## src/rtl/ycc2rgb_pkg.sv

```systemverilog
package ycc2rgb_pkg;

    localparam int PIX_W     = 8;
    localparam int COEF_W    = 10;
    localparam int FRAC_W    = 8;
    localparam int OFS_W     = 8;
    localparam int WORD_W    = 32;
    localparam int NUM_WORDS = 3;
    localparam int SEL_W     = 2;
    localparam int NUM_CH    = 3;

    localparam int VAL_W  = COEF_W + 1;
    localparam int ADJ_W  = PIX_W + 3;
    localparam int PROD_W = VAL_W + ADJ_W;
    localparam int SUM_W  = PROD_W + 2;

    localparam int CH_RED   = 0;
    localparam int CH_GREEN = 1;
    localparam int CH_BLUE  = 2;

    typedef logic signed [VAL_W-1:0] coef_t;
    typedef logic signed [ADJ_W-1:0] adj_t;

    typedef struct packed {
        coef_t y_gain;
        coef_t cb_r;
        coef_t cr_r;
        coef_t cb_g;
        coef_t cr_g;
        coef_t cb_b;
        coef_t cr_b;
    } matrix_t;

    typedef struct packed {
        logic signed [OFS_W-1:0] y;
        logic signed [OFS_W-1:0] cb;
        logic signed [OFS_W-1:0] cr;
    } offsets_t;

    function automatic coef_t decode_coef(input logic [COEF_W-1:0] code);
        logic signed [2:0] whole;
        unique case (code[COEF_W-1 -: 2])
            2'd0:    whole = 3'sd0;
            2'd1:    whole = 3'sd1;
            2'd2:    whole = 3'sd2;
            default: whole = -3'sd1;
        endcase
        return $signed({whole, code[FRAC_W-1:0]});
    endfunction

endpackage

```

## src/rtl/ycc_cfg_bank.sv

```systemverilog
module ycc_cfg_bank
    import ycc2rgb_pkg::*;
(
    input  logic                               clk,
    input  logic                               rst_n,
    input  logic                               wr_en,
    input  logic [SEL_W-1:0]                   wr_sel,
    input  logic [WORD_W-1:0]                  wr_data,
    output logic [NUM_WORDS-1:0][WORD_W-1:0]   words
);

    always_ff @(posedge clk or negedge rst_n) begin
        if (!rst_n) begin
            words <= '0;
        end else if (wr_en) begin
            for (int i = 0; i < NUM_WORDS; i++) begin
                if (wr_sel == SEL_W'(i)) begin
                    words[i] <= wr_data;
                end
            end
        end
    end

endmodule

```

## src/rtl/ycc_cfg_unpack.sv

```systemverilog
module ycc_cfg_unpack
    import ycc2rgb_pkg::*;
(
    input  logic [NUM_WORDS-1:0][WORD_W-1:0] words,
    output matrix_t                          mat,
    output offsets_t                         ofs
);

    logic [WORD_W-1:0] w_ofs;
    logic [WORD_W-1:0] w_grn;
    logic [WORD_W-1:0] w_rb;
    logic [1:0]        unused_top;

    assign w_ofs = words[0];
    assign w_grn = words[1];
    assign w_rb  = words[2];

    // offsets sit in the low three bytes of the first word
    assign ofs.cr = w_ofs[7:0];
    assign ofs.cb = w_ofs[15:8];
    assign ofs.y  = w_ofs[23:16];

    // Cr-to-blue is split: top bits in word 1, low byte in word 0
    assign mat.cr_b   = decode_coef({w_grn[1:0], w_ofs[31:24]});
    assign mat.y_gain = decode_coef(w_grn[11:2]);
    assign mat.cr_g   = decode_coef(w_grn[21:12]);
    assign mat.cb_g   = decode_coef(w_grn[31:22]);

    assign mat.cb_b   = decode_coef(w_rb[9:0]);
    assign mat.cr_r   = decode_coef(w_rb[19:10]);
    assign mat.cb_r   = decode_coef(w_rb[29:20]);

    assign unused_top = w_rb[31:30];

endmodule

```

## src/rtl/ycc_front_stage.sv

```systemverilog
module ycc_front_stage
    import ycc2rgb_pkg::*;
(
    input  logic             clk,
    input  logic             rst_n,
    input  logic             in_valid,
    input  logic [PIX_W-1:0] in_y,
    input  logic [PIX_W-1:0] in_cb,
    input  logic [PIX_W-1:0] in_cr,
    input  matrix_t          mat_in,
    input  offsets_t         ofs_in,
    output logic             s_valid,
    output adj_t             s_y,
    output adj_t             s_cb,
    output adj_t             s_cr,
    output matrix_t          s_mat
);

    localparam adj_t MID = adj_t'(1 << (PIX_W - 1));

    function automatic adj_t widen_pix(input logic [PIX_W-1:0] p);
        return $signed({{(ADJ_W-PIX_W){1'b0}}, p});
    endfunction

    function automatic adj_t widen_ofs(input logic signed [OFS_W-1:0] o);
        return $signed({{(ADJ_W-OFS_W){o[OFS_W-1]}}, o});
    endfunction

    adj_t y_d;
    adj_t cb_d;
    adj_t cr_d;

    always_comb begin
        y_d  = widen_pix(in_y) + widen_ofs(ofs_in.y);
        cb_d = widen_pix(in_cb) - MID + widen_ofs(ofs_in.cb);
        cr_d = widen_pix(in_cr) - MID + widen_ofs(ofs_in.cr);
    end

    // coefficients are captured with the pixel so that a later
    // configuration write cannot reach a pixel already in flight
    always_ff @(posedge clk or negedge rst_n) begin
        if (!rst_n) begin
            s_valid <= 1'b0;
            s_y     <= '0;
            s_cb    <= '0;
            s_cr    <= '0;
            s_mat   <= '0;
        end else begin
            s_valid <= in_valid;
            s_y     <= y_d;
            s_cb    <= cb_d;
            s_cr    <= cr_d;
            s_mat   <= mat_in;
        end
    end

endmodule

```

## src/rtl/ycc_out_channel.sv

```systemverilog
module ycc_out_channel
    import ycc2rgb_pkg::*;
(
    input  logic             clk,
    input  logic             rst_n,
    input  logic             in_valid,
    input  adj_t             y_adj,
    input  adj_t             cb_adj,
    input  adj_t             cr_adj,
    input  coef_t            k_y,
    input  coef_t            k_cb,
    input  coef_t            k_cr,
    output logic             out_valid,
    output logic [PIX_W-1:0] out_pix
);

    localparam logic signed [SUM_W-1:0] HALF   = SUM_W'(1 << (FRAC_W - 1));
    localparam logic signed [SUM_W-1:0] LIM_HI = SUM_W'((1 << PIX_W) - 1);

    logic signed [PROD_W-1:0] p_y_d,  p_cb_d,  p_cr_d;
    logic signed [PROD_W-1:0] p_y_q,  p_cb_q,  p_cr_q;
    logic                     prod_valid;
    logic signed [SUM_W-1:0]  acc;
    logic signed [SUM_W-1:0]  scaled;
    logic [PIX_W-1:0]         pix_d;

    assign p_y_d  = PROD_W'(y_adj)  * PROD_W'(k_y);
    assign p_cb_d = PROD_W'(cb_adj) * PROD_W'(k_cb);
    assign p_cr_d = PROD_W'(cr_adj) * PROD_W'(k_cr);

    always_ff @(posedge clk or negedge rst_n) begin
        if (!rst_n) begin
            prod_valid <= 1'b0;
            p_y_q      <= '0;
            p_cb_q     <= '0;
            p_cr_q     <= '0;
        end else begin
            prod_valid <= in_valid;
            p_y_q      <= p_y_d;
            p_cb_q     <= p_cb_d;
            p_cr_q     <= p_cr_d;
        end
    end

    always_comb begin
        acc    = SUM_W'(p_y_q) + SUM_W'(p_cb_q) + SUM_W'(p_cr_q) + HALF;
        scaled = acc >>> FRAC_W;
        if (scaled[SUM_W-1]) begin
            pix_d = '0;
        end else if (scaled > LIM_HI) begin
            pix_d = '1;
        end else begin
            pix_d = scaled[PIX_W-1:0];
        end
    end

    always_ff @(posedge clk or negedge rst_n) begin
        if (!rst_n) begin
            out_valid <= 1'b0;
            out_pix   <= '0;
        end else begin
            out_valid <= prod_valid;
            if (prod_valid) begin
                out_pix <= pix_d;
            end
        end
    end

endmodule

```

## src/rtl/ycc2rgb_conv.sv

```systemverilog
module ycc2rgb_conv
    import ycc2rgb_pkg::*;
(
    input  logic              clk,
    input  logic              rst_n,
    input  logic              cfg_we,
    input  logic [SEL_W-1:0]  cfg_sel,
    input  logic [WORD_W-1:0] cfg_data,
    input  logic              in_valid,
    input  logic [PIX_W-1:0]  in_y,
    input  logic [PIX_W-1:0]  in_cb,
    input  logic [PIX_W-1:0]  in_cr,
    output logic              out_valid,
    output logic [PIX_W-1:0]  out_r,
    output logic [PIX_W-1:0]  out_g,
    output logic [PIX_W-1:0]  out_b
);

    logic [NUM_WORDS-1:0][WORD_W-1:0] cfg_words;
    matrix_t                          mat;
    offsets_t                         ofs;

    logic    s1_valid;
    adj_t    s1_y;
    adj_t    s1_cb;
    adj_t    s1_cr;
    matrix_t s1_mat;

    coef_t            k_cb [NUM_CH];
    coef_t            k_cr [NUM_CH];
    logic [NUM_CH-1:0] ch_valid;
    logic [PIX_W-1:0] ch_pix [NUM_CH];
    logic             unused_vld;

    ycc_cfg_bank u_bank (
        .clk     (clk),
        .rst_n   (rst_n),
        .wr_en   (cfg_we),
        .wr_sel  (cfg_sel),
        .wr_data (cfg_data),
        .words   (cfg_words)
    );

    ycc_cfg_unpack u_unpack (
        .words (cfg_words),
        .mat   (mat),
        .ofs   (ofs)
    );

    ycc_front_stage u_front (
        .clk      (clk),
        .rst_n    (rst_n),
        .in_valid (in_valid),
        .in_y     (in_y),
        .in_cb    (in_cb),
        .in_cr    (in_cr),
        .mat_in   (mat),
        .ofs_in   (ofs),
        .s_valid  (s1_valid),
        .s_y      (s1_y),
        .s_cb     (s1_cb),
        .s_cr     (s1_cr),
        .s_mat    (s1_mat)
    );

    assign k_cb[CH_RED]   = s1_mat.cb_r;
    assign k_cr[CH_RED]   = s1_mat.cr_r;
    assign k_cb[CH_GREEN] = s1_mat.cb_g;
    assign k_cr[CH_GREEN] = s1_mat.cr_g;
    assign k_cb[CH_BLUE]  = s1_mat.cb_b;
    assign k_cr[CH_BLUE]  = s1_mat.cr_b;

    for (genvar g = 0; g < NUM_CH; g++) begin : g_chan
        ycc_out_channel u_ch (
            .clk       (clk),
            .rst_n     (rst_n),
            .in_valid  (s1_valid),
            .y_adj     (s1_y),
            .cb_adj    (s1_cb),
            .cr_adj    (s1_cr),
            .k_y       (s1_mat.y_gain),
            .k_cb      (k_cb[g]),
            .k_cr      (k_cr[g]),
            .out_valid (ch_valid[g]),
            .out_pix   (ch_pix[g])
        );
    end

    assign out_valid  = ch_valid[0];
    assign unused_vld = ^ch_valid[NUM_CH-1:1];
    assign out_r      = ch_pix[CH_RED];
    assign out_g      = ch_pix[CH_GREEN];
    assign out_b      = ch_pix[CH_BLUE];

endmodule

```

## config.mk

```make
export PLATFORM = sky130hd
export DESIGN_NAME = ycc2rgb_conv
export DESIGN_NICKNAME = d
export VERILOG_FILES = /design/src/rtl/ycc2rgb_pkg.sv /design/src/rtl/ycc_cfg_bank.sv /design/src/rtl/ycc_cfg_unpack.sv /design/src/rtl/ycc_front_stage.sv /design/src/rtl/ycc_out_channel.sv /design/src/rtl/ycc2rgb_conv.sv
export SDC_FILE = /design/constraint.sdc
export NUM_CORES = 2
export LEC_CHECK = 0
export ABC_AREA = 1
export BUFFER_PORTS_ARGS = -buffer_cell sky130_fd_sc_hd__buf_2
export CAP_MARGIN = 10
export CORE_ASPECT_RATIO = 0.8
export CORE_UTILIZATION = 65
export CTS_CLUSTER_SIZE = 24
export DETAILED_ROUTE_END_ITERATION = 10
export HOLD_SLACK_MARGIN = 0.15
export MAX_ROUTING_LAYER = met4
export PLACE_DENSITY = 0.92
export SLEW_MARGIN = 0
export SYNTH_ARGS = -nofsm -noshare
export SYNTH_HDL_FRONTEND = slang
export SYNTH_SLANG_ARGS = --single-unit
```

## constraint.sdc

```tcl
create_clock -name clk -period 13.1 [get_ports clk]
set_input_delay 2.62 -clock clk [delete_from_list [all_inputs] [get_ports clk]]
set_output_delay 2.62 -clock clk [all_outputs]
set_load 0.02 [all_outputs]
```

==> flow_metrics.py <==
metrics = {
    "finish": {
        "finish.utilization_pct": 69.5,
        "area_delta_synth_final_pct": 5.19,
        "nNetsFinal": 7195,
        "layout.cells.non_filler": 6857,
        "drive_above_1_share_pct": 3.75,
    },
    "clocking": {
        "cts.sinks": 381,
        "htree_levels": 2,
        "clock_latency_ns": 0.64,
        "path_clk_slew_ns": 0.07,
        "cts-root-buf": "clkbuf_16",
        "post_cts_resize_count": 0,
        "post_cts_buffers": 0,
        "cts_tree": "done",
        "cts_buffers": 41,
        "clock_path_buffers": 3,
        "hold_buffers": 0,
    },
    "worst_setup_path": {
        "required_ns": 13.61,
        "start_kind": "register",
        "r2r_setup_slack_ns": 7.25,
        "crit_arrival_ns": 6.36,
        "crit_fanout": 33,
        "crit_type": "register to register",
        "r2r_cells": 19,
        "cp-end-kind": "register",
    },
    "synthesis": {
        "synth_nets": 7239,
        "ys_top_cells_by_area": "fa_1, dfrtp_1, inv_1, ha_1, nand2_1",
        "netlist_instances": 5856,
        "synth_flop_cell": "dfrtp_1",
        "async_flop_share_pct": 100,
        "ys_types": 45,
        "ys_seq_area_share_pct": 19.0,
        "synth_edf_count": 0,
        "syn-cell-area_mm2": 0.0501,
        "synth_top_area_share_pct": 33.5,
        "synth_area_leader_cell": "fa_1",
        "syn_avg_cell_area_um2": 8.55,
        "ys_seq_elements": 381,
        "yosysWarnings": 0,
    },
    "drt": {
        "firstDrtPassIters": 6,
        "drt_drc_violations_left": 0,
        "post_drt_wl_per_cell_um": 19.6,
        "routed_wl_um": 134000,
        "vias_per_cell": 5.53,
        "vias": 37935,
        "met3WireLength_um": 17300,
        "dr.max_layer_used": "met4",
        "wl_met1_um": 53200,
        "first_iter_violations": 3532,
        "wl_met2_um": 58300,
        "antenna_left": 0,
    },
    "worst_hold_path": {
        "hold_depth": 0,
        "hold_path.class": "register to register",
    },
    "sta": {
        "slew_headroom_pct": 10.9,
        "finalClockSkew_ns": 0.0705,
        "finalSetupViolCount": 0,
        "max_freq_mhz": 171,
        "final.setup.tns_ns": 0,
        "min_period_ns": 5.85,
        "rsz0062_at_grt": "no",
        "maxSlewViolCount": 0,
        "period_share_pct": 44.7,
        "tightest_slew_ns": 1.34,
        "hold_viol_final": 0,
    },
    "placement": {
        "dp_hpwl_um": 108000,
        "place.gp.congestion": 0.984,
        "io_buffers": 86,
        "dp.cells": 6779,
    },
    "floorplanning": {
        "die_area_mm2": 0.0782,
        "die_height_um": 250,
        "fp.dieW_um": 312,
        "rows": 90,
        "start_util_pct": 66.1,
        "ioPinCount": 87,
        "coreArea_mm2": 0.0758,
    },
    "global_routing": {
        "grt_usage_pct": 36.7,
        "gr-total-overflow": 0,
        "antenna_found_initial": 2,
        "grt_pass1_wl_um": 215000,
        "grt_pass1_vias": 40267,
        "grt_max_degree": 154,
    },
    "status": {
        "status": "finished, final reports clean",
    },
    "job": {
        "maxCapViolCount": 0,
    },
}
-- final cells by class --
type,count,area [um^2]
diodes,1,2.50
clock buffers,53,1130
clock inverters,22,263
fillers,5481,23100
inverters,1638,6150
multi-input cells,3639,33700
flip-flops and latches,381,9530
well taps,1012,1270
repair buffers,111,673
-- sequential cells by signal (all words and copies together) (netlist names) --
| register | cells |
|---|---|
| g_chan.u_ch.p_cr_q | 66 |
| g_chan.u_ch.out_valid | 1 |
| u_bank.words | 94 |
| g_chan.u_ch.prod_valid | 1 |
| g_chan.u_ch.p_cb_q | 66 |
| g_chan.u_ch.p_y_q | 21 |
| u_front.s_valid | 1 |
| u_front.s_cr | 10 |
| u_front.s_y | 10 |
| g_chan.u_ch.out_pix | 24 |
| u_front.s_cb | 10 |
| u_front.s_mat | 77 |
-- logic make-up (layout without fill, tap and decap cells) --
logic type      count (synthesis)  in the layout  share of synthesized area [%]
flops                         381            381                           19.0
other cells                     0              1                              0
fa+ha+maj                    1321           1321                           45.6
buf+inv                      1836           1824                           13.8
xor+xnor                      204            204                           3.58
compound gates                462            462                           5.09
simple gates                 1652           1652                           13.0
-- per-stage QoR --
step / cell area, um^2 / setup WS [ns] / hold WS [ns]
after floorplan: 50100 / 8.12 / 0.331
after global routing: 52700 / 6.97 / 0.364
after global placement: 51200 / 7.30 / 0.341
after CTS: 52600 / 6.96 / 0.363
final: 52700 / 7.25 / 0.357
after detailed placement: 51200 / 7.00 / 0.337
-- critical path, cell delays in order, from the launching register on --
cell and delay, ns:
dfrtp_1 1.23, nand2_1 0.18, fa_1 0.47, fa_1 0.48, fa_1 0.54, inv_1 0.05
fa_1 0.49, inv_1 0.05, fa_1 0.48, inv_1 0.04, ha_1 0.34, nand2_1 0.09
nor4_1 0.23, nor2_1 0.13, o21ai_2 0.24, a21boi_2 0.10, o21ai_0 0.29, nand3_1 0.14
nand3_1 0.09, nand2_1 0.06
-- cells in the final DEF (no fill, tap or decap), drive strengths merged, types with 7 or more instances in the layout --
cell	instances
a21o	17
a21oi	191
a31oi	9
buf	111
clkbuf	53
clkinv	11
dfrtp	381
fa	837
ha	484
inv	1640
nand2	1334
nand3	74
nand4	24
nor2	181
nor3	23
o2111ai	7
o21ai	192
o21bai	18
xnor2	88
xor2	116
-- cells in the mapped netlist, types with 2 or more instances --
master and instances:
nand3_1 74, and2_1 2, clkbuf_1 193, o211ai_1 2
a211oi_1 5, nor4_1 4, nand3b_1 3, xor2_1 115
nor3_2 4, a31o_2 3, o21ai_0 175, inv_1 1634
nand2_1 1325, fa_1 837, nand2_2 9, a41oi_1 2
o31ai_1 5, inv_2 3, xnor2_1 88, a21boi_0 3
a21oi_1 191, a21o_1 17, a31oi_1 9, o21ai_2 7
nor2_1 180, o21ai_1 10, and2_0 2, o21a_1 3
buf_1 4, nor3_1 17, nand4_1 24, or2_2 5
a21boi_1 2, o21bai_1 18, o2111ai_1 7, ha_1 484
dfrtp_1 381, nor3_4 2
-- worst paths after layout --
check	from	endpoint
worst max-delay path	u_front.s_cb[2]	g_chan[2].u_ch.p_cb_q[18]
worst max register to register	u_front.s_cb[2]	g_chan[2].u_ch.p_cb_q[18]
worst min-delay path	u_front.s_valid	g_chan[2].u_ch.prod_valid
worst min register to register	u_front.s_valid	g_chan[2].u_ch.prod_valid
min in group asynchronous	rst_n	g_chan[1].u_ch.p_cb_q[21]
max in group asynchronous	rst_n	u_bank.words[49]
-- layer usage --
layer  vias up  track usage, %
li1      16945               -
met1     18491            49.1
met2      2123            53.0
met3       376            11.1
met4         0            13.6
met5         -               -
Power is not shown: default switching activity piles up to over one toggle a cycle in this logic, so the estimate is an artifact.
